### config.mk
export PLATFORM = sky130hd
export DESIGN_NAME = imac_unit
export DESIGN_NICKNAME = d
export VERILOG_FILES = /design/src/rtl/imac_pkg.sv /design/src/rtl/imac_opdec.sv /design/src/rtl/imac_seq.sv /design/src/rtl/imac_pprow.sv /design/src/rtl/imac_unit.sv
export SDC_FILE = /design/constraint.sdc
export NUM_CORES = 1
export LEC_CHECK = 0
export BUFFER_PORTS_ARGS = -buffer_cell sky130_fd_sc_hd__buf_2
export CAP_MARGIN = 10
export CORE_ASPECT_RATIO = 1.75
export CORE_UTILIZATION = 65
export CTS_BUF_LIST = sky130_fd_sc_hd__clkbuf_8 sky130_fd_sc_hd__clkbuf_16
export CTS_CLUSTER_SIZE = 10
export DETAILED_ROUTE_END_ITERATION = 7
export HOLD_SLACK_MARGIN = 0.1
export PLACE_DENSITY = 0.85
export REMOVE_ABC_BUFFERS = 1
export SETUP_SLACK_MARGIN = 0.15
export SLEW_MARGIN = 20
export SYNTH_ARGS = -nofsm -noshare
export SYNTH_HDL_FRONTEND = slang
export SYNTH_SLANG_ARGS = --single-unit
export TNS_END_PERCENT = 30
### constraint.sdc
create_clock -name clk -period 23.8 [get_ports clk]
set_input_delay 4.76 -clock clk [delete_from_list [all_inputs] [get_ports clk]]
set_output_delay 4.76 -clock clk [all_outputs]
set_load 0.03 [all_outputs]
### src/rtl/imac_pkg.sv
package imac_pkg;

  typedef enum logic [2:0] {
    OP_MUL   = 3'd0,
    OP_MLA   = 3'd1,
    OP_UMULL = 3'd2,
    OP_UMLAL = 3'd3,
    OP_SMULL = 3'd4,
    OP_SMLAL = 3'd5
  } imac_op_e;

  typedef enum logic [1:0] {
    ADD_NONE  = 2'd0,
    ADD_SHORT = 2'd1,
    ADD_LONG  = 2'd2
  } imac_add_e;

  typedef struct packed {
    logic      wide;  // 64-bit result
    logic      sgn;   // signed operands
    imac_add_e add;   // addend selection
  } imac_ctl_t;

endpackage

### src/rtl/imac_opdec.sv
module imac_opdec
  import imac_pkg::*;
(
  input  logic [2:0] op_code,
  output imac_ctl_t  ctl
);

  always_comb begin
    ctl.wide = 1'b0;
    ctl.sgn  = 1'b0;
    ctl.add  = ADD_NONE;
    case (op_code)
      OP_MLA:   ctl.add = ADD_SHORT;
      OP_UMULL: ctl.wide = 1'b1;
      OP_UMLAL: begin
        ctl.wide = 1'b1;
        ctl.add  = ADD_LONG;
      end
      OP_SMULL: begin
        ctl.wide = 1'b1;
        ctl.sgn  = 1'b1;
      end
      OP_SMLAL: begin
        ctl.wide = 1'b1;
        ctl.sgn  = 1'b1;
        ctl.add  = ADD_LONG;
      end
      default: ;  // plain truncated multiply
    endcase
  end

endmodule

### src/rtl/imac_seq.sv
module imac_seq #(
  parameter int NSTEP = 4,
  localparam int IW   = (NSTEP > 1) ? $clog2(NSTEP) : 1
) (
  input  logic          clk,
  input  logic          rst_n,
  input  logic          start,
  output logic          accept,
  output logic          busy,
  output logic          last,
  output logic [IW-1:0] idx,
  output logic          done
);

  logic          busy_q, busy_d;
  logic [IW-1:0] idx_q, idx_d;
  logic          done_q, done_d;

  assign accept = start & ~busy_q;
  assign last   = busy_q && (idx_q == IW'(NSTEP - 1));

  always_comb begin
    busy_d = busy_q;
    idx_d  = idx_q;
    done_d = 1'b0;
    if (accept) begin
      busy_d = 1'b1;
      idx_d  = '0;
    end else if (busy_q) begin
      idx_d = idx_q + 1'b1;
      if (last) begin
        busy_d = 1'b0;
        done_d = 1'b1;
      end
    end
  end

  always_ff @(posedge clk or negedge rst_n) begin
    if (!rst_n) begin
      busy_q <= 1'b0;
      idx_q  <= '0;
      done_q <= 1'b0;
    end else begin
      busy_q <= busy_d;
      idx_q  <= idx_d;
      done_q <= done_d;
    end
  end

  assign busy = busy_q;
  assign idx  = idx_q;
  assign done = done_q;

endmodule

### src/rtl/imac_pprow.sv
module imac_pprow #(
  parameter int AW    = 32,
  parameter int SW    = 8,
  parameter int RW    = 64,
  parameter int NSTEP = 4,
  localparam int IW   = (NSTEP > 1) ? $clog2(NSTEP) : 1,
  localparam int PW   = AW + SW + 2
) (
  input  logic [AW:0]   a_ext,
  input  logic [SW-1:0] slice,
  input  logic          slice_sgn,
  input  logic [IW-1:0] idx,
  output logic [RW-1:0] term
);

  logic signed [AW:0]   a_s;
  logic signed [SW:0]   s_s;
  logic signed [PW-1:0] prod;
  logic [RW-1:0]        base;
  logic [RW-1:0]        shifted [NSTEP];

  assign a_s  = a_ext;
  assign s_s  = {slice_sgn & slice[SW-1], slice};
  assign prod = PW'(a_s) * PW'(s_s);
  assign base = {{(RW - PW){prod[PW-1]}}, prod};

  for (genvar k = 0; k < NSTEP; k++) begin : g_shift
    assign shifted[k] = base << (k * SW);
  end

  assign term = shifted[idx];

endmodule

### src/rtl/imac_unit.sv
module imac_unit
  import imac_pkg::*;
#(
  parameter int DW    = 32,
  parameter int SW    = 8,
  localparam int NSTEP = DW / SW,
  localparam int RW    = 2 * DW,
  localparam int IW    = (NSTEP > 1) ? $clog2(NSTEP) : 1
) (
  input  logic          clk,
  input  logic          rst_n,
  input  logic          start,
  input  logic [2:0]    op,
  input  logic          set_flags,
  input  logic [DW-1:0] src_a,
  input  logic [DW-1:0] src_b,
  input  logic [DW-1:0] acc_lo,
  input  logic [DW-1:0] acc_hi,
  output logic          done,
  output logic [DW-1:0] res_lo,
  output logic [DW-1:0] res_hi,
  output logic          flag_n,
  output logic          flag_z
);

  imac_ctl_t     ctl_in, ctl_q, ctl_d;
  logic          accept, busy, last;
  logic [IW-1:0] idx;
  logic [DW:0]   a_q, a_d;
  logic [DW-1:0] b_q, b_d;
  logic [RW-1:0] sum_q, sum_d, sum_next, term, init_val;
  logic [RW-1:0] res_q, res_d;
  logic          sf_q, sf_d;
  logic          fn_q, fn_d, fz_q, fz_d;
  logic          wide_run;

  imac_opdec u_dec (
    .op_code (op),
    .ctl     (ctl_in)
  );

  imac_seq #(.NSTEP(NSTEP)) u_seq (
    .clk    (clk),
    .rst_n  (rst_n),
    .start  (start),
    .accept (accept),
    .busy   (busy),
    .last   (last),
    .idx    (idx),
    .done   (done)
  );

  imac_pprow #(.AW(DW), .SW(SW), .RW(RW), .NSTEP(NSTEP)) u_row (
    .a_ext     (a_q),
    .slice     (b_q[SW-1:0]),
    .slice_sgn (ctl_q.sgn & last),
    .idx       (idx),
    .term      (term)
  );

  assign sum_next = sum_q + term;
  assign wide_run = ctl_q.wide;

  always_comb begin
    case (ctl_in.add)
      ADD_SHORT: init_val = {{DW{1'b0}}, acc_lo};
      ADD_LONG:  init_val = {acc_hi, acc_lo};
      default:   init_val = '0;
    endcase
  end

  // next-state
  always_comb begin
    ctl_d = ctl_q;
    a_d   = a_q;
    b_d   = b_q;
    sum_d = sum_q;
    sf_d  = sf_q;
    res_d = res_q;
    fn_d  = fn_q;
    fz_d  = fz_q;
    if (accept) begin
      ctl_d = ctl_in;
      a_d   = {ctl_in.sgn & src_a[DW-1], src_a};
      b_d   = src_b;
      sum_d = init_val;
      sf_d  = set_flags;
    end else if (busy) begin
      sum_d = sum_next;
      b_d   = b_q >> SW;
      if (last) begin
        if (ctl_q.wide) begin
          res_d = sum_next;
        end else begin
          res_d = {{DW{1'b0}}, sum_next[DW-1:0]};
        end
        if (sf_q) begin
          if (ctl_q.wide) begin
            fn_d = sum_next[RW-1];
            fz_d = (sum_next == '0);
          end else begin
            fn_d = sum_next[DW-1];
            fz_d = (sum_next[DW-1:0] == '0);
          end
        end
      end
    end
  end

  // registers
  always_ff @(posedge clk or negedge rst_n) begin
    if (!rst_n) begin
      ctl_q <= '0;
      a_q   <= '0;
      b_q   <= '0;
      sum_q <= '0;
      sf_q  <= 1'b0;
      res_q <= '0;
      fn_q  <= 1'b0;
      fz_q  <= 1'b0;
    end else begin
      ctl_q <= ctl_d;
      a_q   <= a_d;
      b_q   <= b_d;
      sum_q <= sum_d;
      sf_q  <= sf_d;
      res_q <= res_d;
      fn_q  <= fn_d;
      fz_q  <= fz_d;
    end
  end

  assign res_lo = res_q[DW-1:0];
  assign res_hi = res_q[RW-1:DW];
  assign flag_n = fn_q;
  assign flag_z = fz_q;

endmodule

# Word-level counts from Yosys, hierarchy flattened

Cells that the tools add are included.

Word-level logic and storage cells: 62
Output and inout bits: 67
Memories kept: 0
Latch bits: 0
Memory bits (read-only): 0
Bits in writable memories: 0
Register bits: 202

Shift-type cells: 0
Reduce and logical (&&, ||, !) cells: 9
Magnitude comparators: 1
Multiplexer cells: 22
Add/subtract/negate cells: 2
Bitwise logic cells: 7
$mul: 1
Div/mod/pow operators: 0
Equality and inequality tests: 8

Operators with widths:

| operator              | number |
|---|---|
| $mux W64              | 5 |
| $bmux W64 S2          | 1 |
| $pmux W64 S2          | 1 |
| $add A64 B64 Y64      | 1 |
| $logic_not A64 Y1     | 1 |
| $mux W32              | 2 |
| $mul A33 B9 Y42       | 1 |
| $logic_not A32 Y1     | 1 |
| $mux W1               | 10 |
| $eq A3 B2 Y1 const B  | 2 |
| $eq A3 B3 Y1 const B  | 2 |
| $and A1 B1 Y1         | 4 |
| $eq A2 B2 Y1 const B  | 2 |
| $mux W2               | 2 |
| $pmux W2 S2           | 1 |
| $reduce_and A4 Y1     | 1 |
| $reduce_or A2 Y1      | 2 |
| $reduce_or A4 Y1      | 1 |
| $eq A3 B1 Y1 const B  | 1 |
| $ge A3 B3 Y1 const B  | 1 |
| $not A2 Y3            | 1 |
| $reduce_and A3 Y1     | 1 |
| $add A2 B1 Y2 const B | 1 |
| $eq A2 B1 Y1 const B  | 1 |
| 3 further kinds       | 4 |

# Longest topological paths before layout

Gate-level depths: netlist of the first run.

Depth in word-level cells: 11
Mapped depth: 41
Mapped depth without buffers: 39

# Cells and area by module

Synthesis of the first run repeated with hierarchy kept, for this count alone.

Cell total of the unflattened synthesis: 2670
Area, all modules: 23558.8 sq um

Modules (own cells, without submodules):

| module     | cells an instance | area an instance (sq um) | instances |
|---|---|---|---|
| imac_unit  | 1408              | 12441.9                  | 1 |
| imac_pprow | 1244              | 10903.0                  | 1 |
| imac_seq   | 12                | 171.4                    | 1 |
| imac_opdec | 6                 | 42.5                     | 1 |

# Least setup slack after synthesis of the first run

No wires, ideal clock.

Path type: flip-flop to flip-flop
Start point: register u_seq.idx_q[0], in the netlist u_seq.idx[0]
End point: register fz_q, in the netlist flag_z
Data arrival time: 9.321 ns
Required time: 23.724 ns
Library setup time: 0.076 ns
Cell stages (with the launch flop): 42
Setup slack: 14.402 ns
Buffers on the path: 2
Period minus slack after synthesis: 9.398 ns
Cell sequence: dfrtp_1 > ha_1 > nand2_1 > inv_1 > nand3_1 > or2_2 > fa_1 > fa_1 > fa_1 > inv_1 > fa_1 > inv_1 > fa_1 > inv_1 > ha_1 > o21a_1 > o31a_1 > o41a_1 > [6 not listed] > nor2_1 > a21oi_1 > mux2i_1 > ha_1 > clkbuf_1 > nand4_1 > nor4_1 > nand2_1 > a311o_1 > and4_1 > buf_6 > o41ai_4 > a31oi_1 > xnor2_2 > or3_1 > nor3_1 > a31oi_1 > o21ai_1

Longest elaborated chain between the ends: 11

RTL lines:

| element                                                       | line                               | RTL |
|---|---|---|
| from (decl)                                                   | imac_seq.sv:16                     | `logic [IW-1:0] idx_q, idx_d;` |
| from (signal assigned)                                        | imac_seq.sv:45                     | `idx_q <= idx_d;` |
| $eq A2 B2 Y1                                                  | imac_seq.sv:20                     | `assign last = busy_q && (idx_q == IW'(NSTEP - 1));` |
| $logic_and A1 B1 Y1                                           | imac_seq.sv:20                     |  |
| $and A1 B1 Y1                                                 | imac_unit.sv:56                    | `.slice_sgn (ctl_q.sgn & last),` |
| $and A1 B1 Y1                                                 | imac_pprow.sv:23                   | `assign s_s = {slice_sgn & slice[SW-1], slice};` |
| $mul A33 B9 Y42                                               | imac_pprow.sv:24                   | `assign prod = PW'(a_s) * PW'(s_s);` |
| $bmux W64 S2                                                  | imac_pprow.sv:31                   | `assign term = shifted[idx];` |
| $mux W64 (implied by the code) (2 in series)                  | imac_pprow.sv:31                   |  |
| $add A64 B64 Y64                                              | imac_unit.sv:61                    | `assign sum_next = sum_q + term;` |
| $logic_not A64 Y1 / $logic_not A32 Y1 (equally long branches) | imac_unit.sv:100, imac_unit.sv:103 |  |
| $mux W1                                                       | imac_unit.sv:98                    | `if (ctl_q.wide) begin` |
| to (signal assigned)                                          | imac_unit.sv:129                   | `fz_q <= fz_d;` |
| to (decl)                                                     | imac_unit.sv:34                    | `logic fn_q, fn_d, fz_q, fz_d;` |

Several ways; a longest one is shown, not always the timed one. The select of a mux whose other input is x is not followed.
A chain may end at the register's enable or synchronous reset.

# Worst setup path after layout of the first run

Start point: register u_seq.busy_q, in the netlist u_seq.busy
End point: register fz_q, in the netlist flag_z

Longest elaborated chain between the ends: 10

RTL lines:

| element                                                       | line                               | RTL |
|---|---|---|
| from (decl)                                                   | imac_seq.sv:15                     | `logic busy_q, busy_d;` |
| from (signal assigned)                                        | imac_seq.sv:44                     | `busy_q <= busy_d;` |
| $logic_and A1 B1 Y1                                           | imac_seq.sv:20                     |  |
| $and A1 B1 Y1                                                 | imac_unit.sv:56                    |  |
| $and A1 B1 Y1                                                 | imac_pprow.sv:23                   |  |
| $mul A33 B9 Y42                                               | imac_pprow.sv:24                   |  |
| $bmux W64 S2                                                  | imac_pprow.sv:31                   |  |
| $mux W64 (implied by the code) (2 in series)                  | imac_pprow.sv:31                   |  |
| $add A64 B64 Y64                                              | imac_unit.sv:61                    |  |
| $logic_not A64 Y1 / $logic_not A32 Y1 (equally long branches) | imac_unit.sv:100, imac_unit.sv:103 |  |
| $mux W1                                                       | imac_unit.sv:98                    |  |

Several ways; a longest one is shown, not always the timed one. The select of a mux whose other input is x is not followed.

==> results of run 1 <==
path summary, 6_finish.rpt:
check                                 startpoint               endpoint  cells after the start
setup / recovery            u_seq.busy$_DFF_PN0_     flag_z$_DFFE_PN0P_                     39
hold / removal             res_q[30]$_DFFE_PN0P_  res_q[30]$_DFFE_PN0P_                      2
setup reg to reg            u_seq.busy$_DFF_PN0_     flag_z$_DFFE_PN0P_                     39
hold reg to reg            res_q[30]$_DFFE_PN0P_  res_q[30]$_DFFE_PN0P_                      2
max in group asynchronous                  rst_n     a_q[6]$_DFFE_PN0P_                      2
min in group asynchronous                  rst_n  res_q[15]$_DFFE_PN0P_                      1
per-stage QoR:
stage	util	setup WS, ns	instances	area, µm²
floorplan	-	9.36	2562	22400
global placement	0.697	12.65	3247	24200
detailed placement	0.697	12.46	3247	24200
CTS	0.716	12.42	3277	24800
global route	0.716	11.60	3280	24800
finish	0.716	12.26	3280	24800
sequential cells by signal, indices dropped and copies added, names as in the netlist:
register and cells:
b_q 32, wide_run 1, sum_q 64, a_q 33, ctl_q 1, flag_n 1, flag_z 1, res_q 64
u_seq.idx 2, u_seq.busy 1, sf_q 1, u_seq.done 1
metal layers:
metal  wire length (µm)  global-route usage  vias to the layer above
met3               4130              0.0604                      346
met1              24800               0.457                     9877
met4               5320               0.267                        0
met5                  0                   0                        -
met2              36200               0.706                      934
li1                   -                   -                     9124
cells by family (layout without fill, tap and decap cells):
| logic type | count (synthesis) | in the layout | share of synthesized area |
|---|---|---|---|
| other cells | 0 | 3 | 0 |
| mux | 64 | 64 | 0.0281 |
| xor+xnor | 96 | 96 | 0.0374 |
| fa+ha+maj | 391 | 391 | 0.290 |
| simple gates | 893 | 893 | 0.178 |
| buf+inv | 494 | 584 | 0.0825 |
| flops | 202 | 202 | 0.219 |
| compound gates | 587 | 587 | 0.165 |
synth_stat cells, drive strengths merged, types with 5 or more instances:
| library cell | n | share of area |
|---|---|---|
| nand2 | 435 | 0.071 |
| inv | 328 | 0.053 |
| fa | 239 | 0.21 |
| dfrtp | 202 | 0.22 |
| and2 | 178 | 0.048 |
| o21ai | 158 | 0.034 |
| ha | 152 | 0.083 |
| nor2 | 151 | 0.025 |
| a21oi | 147 | 0.032 |
| clkbuf | 142 | 0.023 |
| mux2i | 59 | 0.026 |
| xnor2 | 55 | 0.021 |
| a21o | 54 | 0.018 |
| a22oi | 40 | 0.013 |
| xor2 | 40 | 0.015 |
| a221oi | 24 | 0.0091 |
| a22o | 23 | 0.0087 |
| buf | 23 | 0.0058 |
| nand3 | 23 | 0.0050 |
| nand4 | 23 | 0.0062 |
| nor3 | 22 | 0.0048 |
| o21a | 19 | 0.0062 |
| a31oi | 18 | 0.0052 |
| o21bai | 16 | 0.0052 |
| and3 | 13 | 0.0035 |
| a211oi | 10 | 0.0033 |
| o211ai | 9 | 0.0029 |
| o22ai | 8 | 0.0022 |
| o31ai | 8 | 0.0028 |
| a21boi | 7 | 0.0023 |
| nand2b | 7 | 0.0019 |
| nor3b | 7 | 0.0023 |
| or2 | 7 | 0.0019 |
| nor2b | 6 | 0.0016 |
| nor4 | 6 | 0.0016 |
| a311oi | 5 | 0.0019 |
| and4 | 5 | 0.0019 |
| mux2 | 5 | 0.0024 |
| o31a | 5 | 0.0019 |
critical path: cells and delay by family (launching register included):
kind,cells,cell delay [ns]
buffers and inverters,5,1.02
AOI/OAI and AO/OA,20,5.15
and+or+nand+nor,4,0.60
muxes,2,0.35
adders and majority gates,7,3.21
DFF,1,0.81
xor gates and xnor gates,1,0.32
layout make-up:
cell class | instances | share of cell area
multi-input combinational | 2031 | 0.649
inverter | 329 | 0.0497
tap | 460 | 0.0232
clock buffer | 25 | 0.0247
clock inverter | 5 | 0.00131
timing repair buffer | 225 | 0.0481
antenna | 3 | 0.000302
sequential | 202 | 0.204
==> impl_metrics.xml, run 1 <==
<?xml version="1.0" encoding="UTF-8"?>
<metrics>
  <group name="status">
    <metric name="status" unit="">completed</metric>
  </group>
  <group name="global_route">
    <metric name="grt_antenna_before_repair" unit="">4</metric>
    <metric name="maximum_number_of_pins_on_one_net_before_global_route_repair" unit="">104</metric>
    <metric name="track_usage" unit="">0.407</metric>
    <metric name="globalRoute.totalOverflow" unit="">0</metric>
    <metric name="grt_first_pass_wirelength" unit="µm">112000</metric>
    <metric name="via_count_of_the_first_global_routing_pass" unit="">21486</metric>
  </group>
  <group name="floorplan">
    <metric name="initial_utilization" unit="">0.665</metric>
    <metric name="ioPinCount" unit="">202</metric>
    <metric name="dieWidth" unit="µm">144</metric>
    <metric name="design.die.area" unit="µm²">36300</metric>
    <metric name="core_area" unit="µm²">34700</metric>
    <metric name="die_h" unit="µm">251</metric>
    <metric name="core.rowCount" unit="">90</metric>
  </group>
  <group name="logic_synthesis">
    <metric name="synthFlopType" unit="">sky130_fd_sc_hd__dfrtp_1</metric>
    <metric name="synth-warning-count" unit="">0</metric>
    <metric name="synth_cell_type_count" unit="">80</metric>
    <metric name="synthesized_area_divided_by_synthesized_cell_count" unit="µm²">8.45</metric>
    <metric name="synth_enable_flop_cells" unit="">0</metric>
    <metric name="ys_ff_latch" unit="">202</metric>
    <metric name="synth_async_sr_flop_share" unit="">1.00</metric>
    <metric name="synth_sequential_area_ratio" unit="">0.219</metric>
    <metric name="netlist_instances" unit="">2727</metric>
    <metric name="syn-cell-area" unit="µm²">23100</metric>
  </group>
  <group name="detailed_routing">
    <metric name="first_iter_violations" unit="">1371</metric>
    <metric name="final_antenna_net_count" unit="">0</metric>
    <metric name="post_drt_via_cell_ratio" unit="">6.18</metric>
    <metric name="drt_pass1_iterations" unit="">7</metric>
    <metric name="drc" unit="">0</metric>
    <metric name="drt_wl_total" unit="µm">70500</metric>
    <metric name="routed-via-count" unit="">20281</metric>
    <metric name="route.detailed.wl_per_inst" unit="µm">21.5</metric>
  </group>
  <group name="sta">
    <metric name="setup_viol" unit="">0</metric>
    <metric name="worst-slew-pin-transition" unit="ns">1.08</metric>
    <metric name="final.hold.worst_slack" unit="ns">0.471</metric>
    <metric name="drv_slew" unit="">0</metric>
    <metric name="finalClockSkew" unit="ns">0.0109</metric>
    <metric name="fin_setup_tns" unit="ns">0</metric>
    <metric name="timing.slew.headroom" unit="">0.281</metric>
    <metric name="timing.final.hold_violations" unit="">0</metric>
    <metric name="rsz0062_at_grt" unit="">no</metric>
    <metric name="timing.fmax" unit="MHz">86.7</metric>
    <metric name="post-route-period-util" unit="">0.485</metric>
    <metric name="finalWorstPathRequiredPeriod" unit="ns">11.54</metric>
  </group>
  <group name="placed_design">
    <metric name="detailed_place_hpwl" unit="µm">54600</metric>
    <metric name="gp_congestion" unit="">1.01</metric>
    <metric name="placement.io_buffers" unit="">201</metric>
  </group>
  <group name="run">
    <metric name="cap_viol_max_count" unit="">0</metric>
  </group>
  <group name="cts">
    <metric name="worst_skew_pair_latency" unit="ns">0.55</metric>
    <metric name="cts_buffer_depth" unit="">3</metric>
    <metric name="htreeDepth" unit="">1</metric>
    <metric name="clkSlewWorstSetupHoldPaths" unit="ns">0.06</metric>
    <metric name="root_buffer" unit="">sky130_fd_sc_hd__clkbuf_16</metric>
    <metric name="cts_tree" unit="">built</metric>
    <metric name="tritoncts_sinks" unit="">202</metric>
    <metric name="number_of_post_cts_setup_repair_buffers" unit="">0</metric>
    <metric name="post_cts.resized_instances" unit="">0</metric>
    <metric name="cts_inserted_buffers" unit="">24</metric>
    <metric name="cts_hold_buf" unit="">0</metric>
  </group>
  <group name="cells_and_area">
    <metric name="design.final.nets" unit="">3339</metric>
    <metric name="mostFrequentLayoutCell" unit="">sky130_fd_sc_hd__nand2_1</metric>
    <metric name="fill_cells" unit="">2652</metric>
    <metric name="register_area" unit="µm²">5060</metric>
    <metric name="share_of_layout_cells_above_drive_strength_1" unit="">0.102</metric>
    <metric name="layout_common_cells" unit="">sky130_fd_sc_hd__nand2_1, sky130_fd_sc_hd__inv_1, sky130_fd_sc_hd__fa_1, sky130_fd_sc_hd__dfrtp_1, sky130_fd_sc_hd__buf_2</metric>
    <metric name="syn_to_final_growth" unit="%">7.71</metric>
    <metric name="multi_input_comb_area" unit="µm²">16100</metric>
  </group>
  <group name="worst_hold_path">
    <metric name="timing.hold.worst.class" unit="">flop to flop</metric>
  </group>
  <group name="setup_path">
    <metric name="slowest_delay" unit="ns">0.81</metric>
    <metric name="crit_path_top_delay_cell" unit="">sky130_fd_sc_hd__dfrtp_4</metric>
    <metric name="crit_fanout" unit="">52</metric>
    <metric name="worst_path_most_repeated_cell" unit="">sky130_fd_sc_hd__fa_1</metric>
    <metric name="timing.critical_path.arrival" unit="ns">12.02</metric>
    <metric name="worst_setup_path_start_kind" unit="">flop</metric>
    <metric name="worst-endpoint-required" unit="ns">24.28</metric>
    <metric name="regToRegSetupSlack" unit="ns">12.26</metric>
    <metric name="timing_worst_setup_path_type" unit="">flop to flop</metric>
    <metric name="cp_endpoint_kind" unit="">flop</metric>
  </group>
</metrics>
Power of run 1 is not shown: default switching activity piles up to over one toggle a cycle in this logic, so the estimate is an artifact.
==> inputs of run 2 (changes only) <==
Settings changed: CORE_UTILIZATION 65 to 62, PLACE_DENSITY 0.85 to 0.81.
Clock period 23.8 ns to 11.55 ns, I/O delays scaled along.
==> run 2 against run 1 <==
Utilization down 3.8 points. Critical path type unchanged. Setup slack lost 12 ns. Hold slack lost 0.0026 ns. Non-clock buffer count grew 4.
==> impl_metrics.xml, run 2 (synthesized netlist as in run 1, its figures left out) <==
<?xml version="1.0" encoding="UTF-8"?>
<metrics>
  <group name="status">
    <metric name="status" unit="">completed</metric>
  </group>
  <group name="cells_and_area">
    <metric name="layout.cells.non_filler" unit="">3299</metric>
    <metric name="biggestRegsByFlops" unit="">res_q (64), sum_q (64), a_q (33)</metric>
    <metric name="mostFrequentLayoutCell" unit="">sky130_fd_sc_hd__nand2_1</metric>
    <metric name="design.final.nets" unit="">3344</metric>
    <metric name="fin_area" unit="µm²">24900</metric>
    <metric name="syn_to_final_growth" unit="%">8.14</metric>
    <metric name="share_of_layout_cells_above_drive_strength_1" unit="">0.104</metric>
    <metric name="layout_common_cells" unit="">sky130_fd_sc_hd__nand2_1, sky130_fd_sc_hd__inv_1, sky130_fd_sc_hd__fa_1, sky130_fd_sc_hd__dfrtp_1, sky130_fd_sc_hd__buf_2</metric>
    <metric name="final_design_utilization" unit="">0.678</metric>
    <metric name="fill_cells" unit="">3036</metric>
  </group>
  <group name="detailed_routing">
    <metric name="route.detailed.wl_per_inst" unit="µm">21.8</metric>
    <metric name="first_iter_violations" unit="">1423</metric>
    <metric name="routed-via-count" unit="">20213</metric>
    <metric name="post_drt_via_cell_ratio" unit="">6.13</metric>
    <metric name="drt_pass1_iterations" unit="">5</metric>
    <metric name="drt_wl_total" unit="µm">72100</metric>
    <metric name="final_antenna_net_count" unit="">0</metric>
    <metric name="drc" unit="">0</metric>
  </group>
  <group name="cts">
    <metric name="htreeDepth" unit="">1</metric>
    <metric name="tritoncts_sinks" unit="">202</metric>
    <metric name="clkSlewWorstSetupHoldPaths" unit="ns">0.06</metric>
    <metric name="number_of_post_cts_setup_repair_buffers" unit="">0</metric>
    <metric name="post_cts.resized_instances" unit="">0</metric>
    <metric name="cts_inserted_buffers" unit="">25</metric>
    <metric name="root_buffer" unit="">sky130_fd_sc_hd__clkbuf_16</metric>
    <metric name="cts_tree" unit="">built</metric>
    <metric name="cts_buffer_depth" unit="">3</metric>
    <metric name="cts_hold_buf" unit="">0</metric>
    <metric name="worst_skew_pair_latency" unit="ns">0.56</metric>
  </group>
  <group name="floorplan">
    <metric name="core.rowCount" unit="">93</metric>
    <metric name="dieWidth" unit="µm">148</metric>
    <metric name="die_h" unit="µm">257</metric>
    <metric name="initial_utilization" unit="">0.627</metric>
    <metric name="ioPinCount" unit="">202</metric>
    <metric name="core_area" unit="µm²">36800</metric>
    <metric name="design.die.area" unit="µm²">38000</metric>
  </group>
  <group name="sta">
    <metric name="worst-slew-pin-transition" unit="ns">1.01</metric>
    <metric name="setup_viol" unit="">0</metric>
    <metric name="finalClockSkew" unit="ns">0.0212</metric>
    <metric name="timing.fmax" unit="MHz">92.4</metric>
    <metric name="finalWorstPathRequiredPeriod" unit="ns">10.82</metric>
    <metric name="timing.slew.headroom" unit="">0.326</metric>
    <metric name="rsz0062_at_grt" unit="">no</metric>
    <metric name="post-route-period-util" unit="">0.937</metric>
    <metric name="final.hold.worst_slack" unit="ns">0.469</metric>
    <metric name="timing.final.hold_violations" unit="">0</metric>
    <metric name="drv_slew" unit="">0</metric>
  </group>
  <group name="setup_path">
    <metric name="timing_worst_setup_path_type" unit="">flop to flop</metric>
    <metric name="worst-r2r-cell-count" unit="">36</metric>
    <metric name="cp_endpoint_kind" unit="">flop</metric>
    <metric name="slowest_delay" unit="ns">0.84</metric>
    <metric name="regToRegSetupSlack" unit="ns">0.73</metric>
    <metric name="crit_path_top_delay_cell" unit="">sky130_fd_sc_hd__dfrtp_1</metric>
    <metric name="timing.rr.end" unit="">flag_z$_DFFE_PN0P_</metric>
    <metric name="worst-endpoint-required" unit="ns">12.02</metric>
    <metric name="timing.critical_path.arrival" unit="ns">11.29</metric>
    <metric name="worst_path_most_repeated_cell" unit="">sky130_fd_sc_hd__fa_1</metric>
    <metric name="r2r_path_start" unit="">b_q[7]$_DFFE_PN0P_</metric>
    <metric name="crit_fanout" unit="">19</metric>
    <metric name="worst_setup_path_start_kind" unit="">flop</metric>
  </group>
  <group name="global_route">
    <metric name="grt.met2_usage" unit="">0.715</metric>
    <metric name="grt_most_used_layer" unit="">met2</metric>
    <metric name="maximum_number_of_pins_on_one_net_before_global_route_repair" unit="">153</metric>
    <metric name="met3_usage" unit="">0.0461</metric>
    <metric name="globalRoute.totalOverflow" unit="">0</metric>
    <metric name="global_route.usage.met1" unit="">0.424</metric>
    <metric name="via_count_of_the_first_global_routing_pass" unit="">21553</metric>
    <metric name="track_usage" unit="">0.391</metric>
    <metric name="grt_first_pass_wirelength" unit="µm">115000</metric>
    <metric name="grt_antenna_before_repair" unit="">1</metric>
  </group>
  <group name="placed_design">
    <metric name="place_area" unit="µm²">24200</metric>
    <metric name="gp_congestion" unit="">0.982</metric>
    <metric name="detailed_place_hpwl" unit="µm">56600</metric>
    <metric name="placed_cells" unit="">3266</metric>
    <metric name="placement.io_buffers" unit="">201</metric>
  </group>
  <group name="worst_hold_path">
    <metric name="worstHoldStart" unit="">res_q[29]$_DFFE_PN0P_</metric>
    <metric name="timing.hold.worst_path_depth" unit="">2</metric>
    <metric name="min_to" unit="">res_q[29]$_DFFE_PN0P_</metric>
    <metric name="timing.hold.worst.class" unit="">flop to flop</metric>
  </group>
  <group name="run">
    <metric name="cap_viol_max_count" unit="">0</metric>
  </group>
</metrics>
==> run 2: worst max path at each step <==
| stage | start | endpoint | slack [ns] | cells after the start |
|---|---|---|---|---|
| after floorplan | u_seq.busy$_DFF_PN0_ | flag_z$_DFFE_PN0P_ | -2.89 | 38 |
| after global placement | b_q[6]$_DFFE_PN0P_ | flag_z$_DFFE_PN0P_ | 1.06 | 34 |
| after detailed placement | b_q[6]$_DFFE_PN0P_ | flag_z$_DFFE_PN0P_ | 0.80 | 35 |
| after CTS | b_q[6]$_DFFE_PN0P_ | flag_z$_DFFE_PN0P_ | 0.77 | 35 |
| after global routing | b_q[7]$_DFFE_PN0P_ | flag_z$_DFFE_PN0P_ | 0.18 | 36 |
| final | b_q[7]$_DFFE_PN0P_ | flag_z$_DFFE_PN0P_ | 0.73 | 36 |
==> run 2: layer usage <==
layer / vias to the layer above / routed length [µm] / share of wire
met4: 0 / 4980 / 0.069
met1: 9962 / 25200 / 0.35
met2: 818 / 38100 / 0.53
li1: 9153 / - / -
met3: 280 / 3850 / 0.053
met5: - / 0 / 0
==> run 2: area by class of cell <==
cell class	count	area, µm²	share of cell area
well taps	475	594	0.0238
inverters	329	1230	0.0495
multi-input cells	2031	16100	0.646
repair buffers	229	1240	0.0497
clock inverters	6	53.8	0.00216
clock buffers	26	639	0.0256
diodes	1	2.50	0.000100
flip-flops and latches	202	5060	0.203
==> run 2: through the flow <==
step                      TNS, ns  setup WS [ns]
after global routing            0          0.181
after global placement          0           1.06
final                           0          0.733
after CTS                       0          0.765
after floorplan           -168.36          -2.89
after detailed placement        0          0.798
==> run 2: critical path: cells and delay by family (launching register included) <==
family	cells	cell delay [ns]
compound gates	13	3.44
fa+ha+maj	7	3.24
simple gates	10	2.41
flops	1	0.84
xor+xnor	2	0.49
mux	1	0.16
buf+inv	3	0.14
Power of run 2 is left out for the same reason.
